File: src/rtl/dit_pkg.sv
package dit_pkg;
  typedef enum logic [1:0] {
    SEL_SHORT  = 2'd0,
    SEL_MID    = 2'd1,
    SEL_LONG   = 2'd2,
    SEL_MANUAL = 2'd3
  } integ_sel_e;
endpackage

File: src/rtl/dit_window.sv
module dit_window #(
  parameter int UNIT_CLKS = 918,
  parameter int MULT_S    = 11,
  parameter int MULT_M    = 81,
  parameter int MULT_L    = 322
) (
  input  logic       clk,
  input  logic       rst_n,
  input  logic       pwr_on,
  input  logic [1:0] integ_sel,
  input  logic       manual_run,
  output logic       win_active,
  output logic       win_end,
  output logic       win_clear
);
  import dit_pkg::*;

  localparam int TW = $clog2(MULT_L * UNIT_CLKS + 1);
  localparam logic [TW-1:0] LEN_S = TW'(MULT_S * UNIT_CLKS);
  localparam logic [TW-1:0] LEN_M = TW'(MULT_M * UNIT_CLKS);
  localparam logic [TW-1:0] LEN_L = TW'(MULT_L * UNIT_CLKS);

  logic [TW-1:0] tcnt_q, tcnt_d, limit;
  logic          man_q, man_d;
  logic          is_man;

  always_comb begin
    is_man = (integ_sel == SEL_MANUAL);
    case (integ_sel)
      SEL_SHORT: limit = LEN_S;
      SEL_MID:   limit = LEN_M;
      default:   limit = LEN_L;
    endcase
    win_active = pwr_on & (~is_man | manual_run);
    win_end    = pwr_on & (is_man ? (man_q & ~manual_run)
                                  : (tcnt_q >= limit - TW'(1)));
    win_clear  = ~pwr_on | (is_man & ~manual_run);
    if (~pwr_on | is_man | win_end) tcnt_d = '0;
    else                            tcnt_d = tcnt_q + TW'(1);
    man_d = pwr_on & is_man & manual_run;
  end

  always_ff @(posedge clk or negedge rst_n) begin
    if (!rst_n) begin
      tcnt_q <= '0;
      man_q  <= 1'b0;
    end else begin
      tcnt_q <= tcnt_d;
      man_q  <= man_d;
    end
  end
endmodule

File: src/rtl/dit_channel.sv
module dit_channel #(
  parameter int DATA_W     = 16,
  parameter int OFFSET     = 2,
  parameter int GAIN_RATIO = 16
) (
  input  logic              clk,
  input  logic              rst_n,
  input  logic              active,
  input  logic              restart,
  input  logic              gain_hi,
  input  logic              req,
  output logic [DATA_W-1:0] conv_val
);
  localparam int RAW_W = DATA_W + 1;
  localparam int PRE_W = $clog2(GAIN_RATIO);
  localparam logic [RAW_W-1:0] RAW_CAP = RAW_W'((2 ** DATA_W) - 1 + OFFSET);
  localparam logic [PRE_W-1:0] PRE_TOP = PRE_W'(GAIN_RATIO - 1);

  logic [RAW_W-1:0] raw_q, raw_d, raw_inc;
  logic [PRE_W-1:0] pre_q, pre_d;
  logic             cool_q, cool_d;
  logic             take, tick;

  always_comb begin
    take    = active & req & ~cool_q;
    tick    = gain_hi ? take : (take & (pre_q == PRE_TOP));
    raw_inc = (tick && raw_q != RAW_CAP) ? raw_q + RAW_W'(1) : raw_q;
    if (raw_inc <= RAW_W'(OFFSET)) conv_val = '0;
    else                           conv_val = DATA_W'(raw_inc - RAW_W'(OFFSET));
    raw_d  = restart ? '0 : raw_inc;
    pre_d  = restart ? '0 : (take ? pre_q + PRE_W'(1) : pre_q);
    cool_d = restart ? 1'b0 : take;
  end

  always_ff @(posedge clk or negedge rst_n) begin
    if (!rst_n) begin
      raw_q  <= '0;
      pre_q  <= '0;
      cool_q <= 1'b0;
    end else begin
      raw_q  <= raw_d;
      pre_q  <= pre_d;
      cool_q <= cool_d;
    end
  end
endmodule

File: src/rtl/dual_integ_timer.sv
module dual_integ_timer #(
  parameter int UNIT_CLKS = 918,
  parameter int DATA_W    = 16,
  parameter int OFFSET    = 2
) (
  input  logic              clk,
  input  logic              rst_n,
  input  logic              pwr_on,
  input  logic [1:0]        integ_sel,
  input  logic              manual_run,
  input  logic              gain_hi,
  input  logic [1:0]        cnt_req,
  output logic [DATA_W-1:0] ch0_result,
  output logic [DATA_W-1:0] ch1_result,
  output logic              eoc
);
  localparam int N_CH = 2;

  logic [1:0]        rst_sync_q;
  logic              rst_int_n;
  logic              win_active, win_end, win_clear, restart;
  logic [DATA_W-1:0] conv  [N_CH];
  logic [DATA_W-1:0] res_q [N_CH];
  logic [DATA_W-1:0] res_d [N_CH];
  logic              eoc_q;

  always_ff @(posedge clk or negedge rst_n) begin
    if (!rst_n) rst_sync_q <= 2'b00;
    else        rst_sync_q <= {rst_sync_q[0], 1'b1};
  end
  assign rst_int_n = rst_sync_q[1];

  dit_window #(.UNIT_CLKS(UNIT_CLKS)) u_win (
    .clk        (clk),
    .rst_n      (rst_int_n),
    .pwr_on     (pwr_on),
    .integ_sel  (integ_sel),
    .manual_run (manual_run),
    .win_active (win_active),
    .win_end    (win_end),
    .win_clear  (win_clear)
  );

  assign restart = win_end | win_clear;

  for (genvar c = 0; c < N_CH; c++) begin : g_ch
    dit_channel #(.DATA_W(DATA_W), .OFFSET(OFFSET)) u_ch (
      .clk      (clk),
      .rst_n    (rst_int_n),
      .active   (win_active),
      .restart  (restart),
      .gain_hi  (gain_hi),
      .req      (cnt_req[c]),
      .conv_val (conv[c])
    );
    assign res_d[c] = win_end ? conv[c] : res_q[c];
    always_ff @(posedge clk or negedge rst_int_n) begin
      if (!rst_int_n) res_q[c] <= '0;
      else            res_q[c] <= res_d[c];
    end
  end

  always_ff @(posedge clk or negedge rst_int_n) begin
    if (!rst_int_n) eoc_q <= 1'b0;
    else            eoc_q <= win_end;
  end

  assign ch0_result = res_q[0];
  assign ch1_result = res_q[1];
  assign eoc        = eoc_q;
endmodule

File: config.mk
export PLATFORM = sky130hd
export DESIGN_NAME = dual_integ_timer
export DESIGN_NICKNAME = d
export VERILOG_FILES = /design/src/rtl/dit_pkg.sv /design/src/rtl/dit_window.sv /design/src/rtl/dit_channel.sv /design/src/rtl/dual_integ_timer.sv
export SDC_FILE = /design/constraint.sdc
export NUM_CORES = 1
export LEC_CHECK = 0
export BUFFER_PORTS_ARGS = -buffer_cell sky130_fd_sc_hd__buf_2
export CORE_MARGIN = 2
export CORE_UTILIZATION = 65
export DETAILED_ROUTE_END_ITERATION = 6
export PLACE_DENSITY_LB_ADDON = 0.3
export SYNTH_ARGS = -nofsm -noshare
export SYNTH_HDL_FRONTEND = slang
export SYNTH_HIERARCHICAL = 1
export SYNTH_SLANG_ARGS = --single-unit
File: constraint.sdc
create_clock -name clk -period 4.9 [get_ports clk]
set_input_delay 1.47 -clock clk [delete_from_list [all_inputs] [get_ports clk]]
set_output_delay 1.47 -clock clk [all_outputs]
set_load 0.05 [all_outputs]
==> flow_metrics.py, run 1 <==
metrics = {
    "status": {
        "run_status": "finished clean",
    },
    "timing": {
        "slew_violations": 0,
        "max_freq_mhz": 233,
        "final-hold-violation-count": 0,
        "period_share_pct": 87.6,
        "timing.final.setup_violations": 0,
        "grt_setup_unrepaired": "no",
        "clock-skew-final_ns": 0.00948,
        "setup_tns_final_ns": 0,
        "hold_ws_ns": 0.346,
        "slew-limit-headroom_pct": 43.0,
        "period_minus_slack_ns": 4.29,
        "worstMarginPinSlew_ns": 0.855,
    },
    "yosys": {
        "synth-async-reset-ratio_pct": 100,
        "synthDistinctLibCells": 70,
        "muxShareOfSynthArea_pct": 9.04,
        "synth_simple_gate_area_share_pct": 26.5,
        "postSynthCellCount": 612,
        "synth_seq_area_share_pct": 38.8,
        "synth_edf_count": 0,
        "synth_top_family_by_area": "simple AND/OR/NAND/NOR gates",
        "mean_instance_size_in_the_synthesized_netlist_um2": 10.4,
        "synth_ff_type": "dfrtp_1",
        "synthAdderAreaFrac_pct": 4.12,
        "post_synth_xor_area_fraction_pct": 9.47,
        "syn_area_um2": 6380,
        "yosys_warnings": 6,
        "compound_gate_portion_of_the_synthesized_area_pct": 7.25,
        "post_synthesis_net_count": 642,
        "postSynthRegisterBits": 99,
    },
    "critical_path": {
        "critPathCaptureType": "flop",
        "crit_family": "simple AND/OR/NAND/NOR gates",
        "worst-r2r-setup-slack_ns": 1.60,
        "worst_r2r_startpoint": "g_ch[0].u_ch/raw_q[0]$_DFF_PN0_",
        "critical_path_peak_fanout": 14,
        "timing.critical_path.slowest_stage_cell": "or4_4",
        "timing.critical_path.from_type": "input port",
        "category_of_the_critical_setup_timing_path": "in -> reg",
        "critical_path_buf_inv_count": 3,
        "worst_ep_arrival_time_ns": 4.55,
        "largest_stage_delay_on_the_critical_path_ns": 0.59,
        "cp_cell_sequence": "buf_2 > nand2_1 > o21ai_0 > inv_1 > nand3b_4 > or4_4 > nor3_2 > mux2i_1 > and4_4 > nor4b_4 > buf_4 > nor2_1 > mux2_4",
        "worst_setup_path_startpoint": "integ_sel[1]",
        "critPathRequiredTime_ns": 5.15,
    },
    "pwr": {
        "p_clk_share_pct": 37.4,
        "power.density_cell_area_nw_per_um2": 226,
        "power_frac_seq_pct": 54.7,
        "ir_drop_uv": 204,
        "total_leakage_power_nw": 3.18,
        "power.total_mw": 1.54,
        "power_switching_mw": 0.386,
        "power_switching_share_pct": 25.0,
        "power.share.combinational_pct": 7.9,
        "cell_internal_pwr_mw": 1.16,
    },
    "clock_tree": {
        "cts_hold_fix_bufs": 0,
        "num_cts_buffers": 9,
        "clk_pin_slew_worst_paths_ns": 0.09,
        "numClockSinks": 99,
        "cts_htree_levels": 3,
        "cts-resized-gates": 0,
        "post_cts_buffers": 0,
        "clk_root_buffer_cell": "clkbuf_8",
        "cts_tree": "yes",
        "cts.path.max_buffers": 2,
        "clock_insertion_delay_at_the_later_pin_of_the_skew_report_ns": 0.37,
    },
    "grt": {
        "grt_start_max_net_pins": 54,
        "antenna_found_initial": 0,
        "grt_pass1_wl_um": 21800,
        "first_global_vias": 4622,
        "grtUsageTotal_pct": 26.1,
        "grt_overflow_total": 0,
    },
    "floorplanning": {
        "io_pins": 42,
        "fp-row-count": 36,
        "die_h_um": 103,
        "design.core.area_um2": 9640,
        "initial_core_util_pct": 66.2,
        "dieWidth_um": 103,
        "area_enclosed_by_the_die_boundary_um2": 10600,
    },
    "routing": {
        "met3_wirelength_um": 482,
        "vias_per_cell": 6.01,
        "drt_wl_total_um": 13100,
        "drt-initial-drc-count": 272,
        "antenna_violating_nets_post_route": 0,
        "drcViolationCount": 0,
        "top_layer": "met4",
        "drt_pre_antenna_iters": 5,
        "wire_per_inst_um": 16.7,
        "routed-via-count": 4686,
        "wl_met2_um": 6450,
        "wl_met1_um": 5870,
    },
    "layout": {
        "final_core_util_pct": 70.8,
        "diodes": 0,
        "drive_above_1_share_pct": 24.6,
        "area_delta_synth_final_pct": 6.92,
        "mostFrequentLayoutCell": "dfrtp_1",
        "final_cell_mix": "dfrtp_1, nor2_1, xnor2_1",
        "final_nets": 672,
    },
    "place": {
        "portBuffers": 41,
        "place_congestion": 0.946,
        "detailed_place_hpwl_um": 9450,
    },
    "job": {
        "max_cap_viol_count": 0,
    },
    "min_path": {
        "hp-class": "reg -> async",
    },
}
==> final timing paths <==
check                                                         end  depth (start not counted)
worst max register to register          ch0_result[3]$_DFFE_PN0P_                         10
max in group asynchronous               u_win/tcnt_q[1]$_DFF_PN0_                          1
min in group clk                          rst_sync_q[1]$_DFF_PN0_                          0
worst min register to register  g_ch[0].u_ch/pre_q[1]$_DFFE_PN0P_                          0
worst min-delay path            g_ch[0].u_ch/pre_q[1]$_DFFE_PN0P_                          0
worst max-delay path                    ch0_result[3]$_DFFE_PN0P_                         13
==> cells in the mapped netlist, types with 4 or more instances <==
master    instances  area share [%]
a31oi_2           4            0.78
nor3_1            9            0.71
nor2_2           20             2.0
or4_1             4            0.47
clkbuf_1         15            0.88
xor2_1           19             2.6
nor4_1           25             2.5
ha_1             21             4.1
nand3_1          22             1.7
mux2_4           29             6.8
mux2i_1           8             1.3
a21oi_1           8            0.63
nor2_1           62             3.6
nor2b_1           6            0.59
or3_1             9            0.88
o21ai_0           8            0.63
nand4_1          21             2.1
nand2b_1          4            0.39
dfrtp_1          99              39
nand2_1          37             2.2
inv_1            18             1.1
and3_1            6            0.59
nor4_4            4             1.3
buf_4             9             1.1
xnor2_1          50             6.9
nor4_2            6             1.2
==> registers in the layout (all words and copies together), names as in the netlist <==
signal	flops
eoc	1
ch0_result	16
g_ch.u_ch/pre_q	8
u_win/tcnt_q	19
rst_sync_q	2
u_win/man_q	1
g_ch.u_ch/raw_q	34
ch1_result	16
g_ch.u_ch/cool_q	2
==> logic make-up after synthesis <==
group	after synthesis
AND/OR/NAND/NOR	272
flip-flops	99
XOR/XNOR	69
AO/OA/AOI/OAI	57
buffers and inverters	51
multiplexers	42
adder cells (fa/ha/maj)	21
other	1
==> power groups by stage <==
stage	registers [mW]	clock network [mW]	logic, mW
floorplan	0.883	0	0.0704
global placement	0.860	0	0.119
detailed placement	0.860	0	0.123
CTS	0.844	0.593	0.123
global route	0.847	0.626	0.134
finish	0.844	0.578	0.122
==> cell type report <==
class / count / area (um^2)
well taps: 133 / 166
inverters: 18 / 67.6
repair buffers: 52 / 288
fillers: 748 / 2820
clock buffers: 10 / 128
multi-input cells: 462 / 3600
flip-flops and latches: 99 / 2480
clock inverters: 6 / 87.6
==> metrics by stage <==
stage               instance area, um^2  worst slack, ns  cells
floorplan                          6380            0.313    612
global placement                   6610            0.289    764
detailed placement                 6610            0.245    764
CTS                                6820            0.635    780
global route                       6820            0.449    780
finish                             6820            0.608    780
==> per-layer routing <==
layer  GRT usage, %  vias up
li1               -     2259
met1           34.4     2305
met2           43.9      101
met3           4.75       21
met4           8.30        0
met5              0        -
No activity file was read; power rests on OpenSTA's default activity.
==> run 2, diff against run 1 <==
Settings changed: CORE_UTILIZATION 65 to 55.
==> run 2 against run 1 <==
- register-to-register slack got worse by 0.02 ns
- clock skew decreased by 0.0032 ns
- largest cell class unchanged
- largest power group unchanged
- clock-buffer cell count down 1
- combinational power about the same
- critical endpoint unchanged
- highest routed layer unchanged
- power grew 9.8%
- wire length grew 5.6%
- maximum frequency down 0.93%
- via count grew 1.9%
- non-clock buffer count did not move
- cell count is 1.3% higher
- critical path type unchanged
==> flow_metrics.py, run 2 (synthesis results as in run 1) <==
metrics = {
    "clock_tree": {
        "num_cts_buffers": 9,
        "cts_hold_fix_bufs": 0,
        "clk_pin_slew_worst_paths_ns": 0.07,
        "post_cts_buffers": 0,
        "cts_htree_levels": 3,
        "cts-resized-gates": 0,
        "clock_insertion_delay_at_the_later_pin_of_the_skew_report_ns": 0.35,
        "cts_tree": "yes",
        "clk_root_buffer_cell": "clkbuf_16",
        "numClockSinks": 99,
        "cts.path.max_buffers": 2,
    },
    "layout": {
        "largest_register_ffs": 34,
        "area_delta_synth_final_pct": 8.57,
        "regMostFlops": "g_ch.u_ch/raw_q",
        "drive_above_1_share_pct": 24.7,
        "final_cell_mix": "dfrtp_1, nor2_1, xnor2_1",
        "final_nets": 672,
        "number_of_fill_cells": 922,
        "reg_top3": "g_ch.u_ch/raw_q x34, u_win/tcnt_q x19",
        "diodes": 0,
        "mostFrequentLayoutCell": "dfrtp_1",
    },
    "pwr": {
        "power.density_cell_area_nw_per_um2": 245,
        "ir_drop_uv": 294,
        "total_leakage_power_nw": 3.22,
    },
    "floorplanning": {
        "initial_core_util_pct": 56.1,
        "fp-row-count": 39,
        "dieWidth_um": 112,
        "io_pins": 42,
        "die_h_um": 112,
        "design.core.area_um2": 11400,
        "area_enclosed_by_the_die_boundary_um2": 12500,
    },
    "critical_path": {
        "cp_cell_sequence": "buf_2 > nand2_1 > o21ai_0 > inv_1 > nand3b_4 > or4_4 > nor3_2 > mux2i_1 > and4_4 > nor4b_4 > buf_4 > nor2_1 > mux2_4",
        "largest_stage_delay_on_the_critical_path_ns": 0.59,
        "timing.critical_path.from_type": "input port",
        "critPathCaptureType": "flop",
        "critical_path_peak_fanout": 14,
        "critPathRequiredTime_ns": 5.14,
        "worst_ep_arrival_time_ns": 4.57,
        "reg2regPathDepth": 10,
        "timing.critical_path.slowest_stage_cell": "or4_4",
        "category_of_the_critical_setup_timing_path": "in -> reg",
    },
    "timing": {
        "setup_tns_final_ns": 0,
        "max_freq_mhz": 231,
        "final-hold-violation-count": 0,
        "slew_violations": 0,
        "period_share_pct": 88.4,
        "worstMarginPinSlew_ns": 0.850,
        "timing.final.setup_violations": 0,
        "slew-limit-headroom_pct": 43.3,
        "hold_ws_ns": 0.345,
        "period_minus_slack_ns": 4.33,
        "grt_setup_unrepaired": "no",
        "clock-skew-final_ns": 0.00628,
    },
    "routing": {
        "vias_per_cell": 6.05,
        "routed-via-count": 4777,
        "wire_per_inst_um": 17.4,
        "drt-initial-drc-count": 369,
        "antenna_violating_nets_post_route": 0,
        "drt_wl_total_um": 13800,
        "drcViolationCount": 0,
        "drt_pre_antenna_iters": 5,
    },
    "status": {
        "run_status": "finished clean",
    },
    "grt": {
        "first_global_vias": 4823,
        "grt.met2_usage_pct": 37.2,
        "grt_pass1_wl_um": 23300,
        "grt_use_met1_pct": 29.8,
        "grtUsageTotal_pct": 22.9,
        "global_route.peak_usage_layer": "met2",
        "antenna_found_initial": 0,
        "grt_overflow_total": 0,
        "grt_start_max_net_pins": 51,
        "grtUsageMet3_pct": 5.39,
    },
    "place": {
        "place_congestion": 0.931,
        "portBuffers": 41,
        "detailed_place_hpwl_um": 9750,
    },
    "job": {
        "max_cap_viol_count": 0,
    },
    "min_path": {
        "hp-class": "reg -> async",
    },
}
[run 2: final timing paths]
path | startpoint | slack [ns] | endpoint
setup / recovery | integ_sel[1] | 0.57 | ch0_result[3]$_DFFE_PN0P_
hold / removal | rst_sync_q[1]$_DFF_PN0_ | 0.35 | ch0_result[2]$_DFFE_PN0P_
setup reg to reg | g_ch[1].u_ch/raw_q[0]$_DFF_PN0_ | 1.58 | ch1_result[1]$_DFFE_PN0P_
hold reg to reg | rst_sync_q[1]$_DFF_PN0_ | 0.35 | ch0_result[2]$_DFFE_PN0P_
max in group asynchronous | rst_sync_q[1]$_DFF_PN0_ | 3.48 | ch1_result[10]$_DFFE_PN0P_
min in group clk | rst_sync_q[0]$_DFF_PN0_ | 0.36 | rst_sync_q[1]$_DFF_PN0_
[run 2: routing by layer]
metal | routed length, um | vias up
li1 | - | 2249
met1 | 6160 | 2366
met2 | 6770 | 134
met3 | 589 | 28
met4 | 257 | 0
met5 | 0 | -
[run 2: metrics by stage]
step                instance area, um^2  total power [mW]  utilization (%)  worst slack (ns)  std cells
detailed placement                 6620             0.985             58.2             0.214        774
floorplan                          6380             0.954                -             0.313        612
CTS                                6930              1.72             60.9             0.595        790
finish                             6930              1.70             60.9             0.567        790
global placement                   6620             0.981             58.2             0.284        774
global route                       6930              1.77             60.9             0.407        790
[run 2: power breakdown]
part	internal, mW	switching [mW]
registers	0.828	0.0163
clock network	0.404	0.325
logic	0.0394	0.0832
total	1.27	0.424
[run 2: critical path, delay by kind of cell]
kind                   cells  cell delay, ns
AO/OA/AOI/OAI              1            0.10
buffers and inverters      3            0.66
multiplexers               2            0.62
AND/OR/NAND/NOR            7            1.71
[run 2: area by class of cell]
cell class | count | area (um^2) | share of cell area, %
Timing Repair Buffer | 52 | 288 | 4.15
Clock inverter | 7 | 82.6 | 1.19
Sequential cell | 99 | 2480 | 35.8
Inverter | 18 | 67.6 | 0.975
Multi-Input combinational cell | 462 | 3600 | 52.0
Clock buffer | 9 | 225 | 3.25
Tap cell | 143 | 179 | 2.58
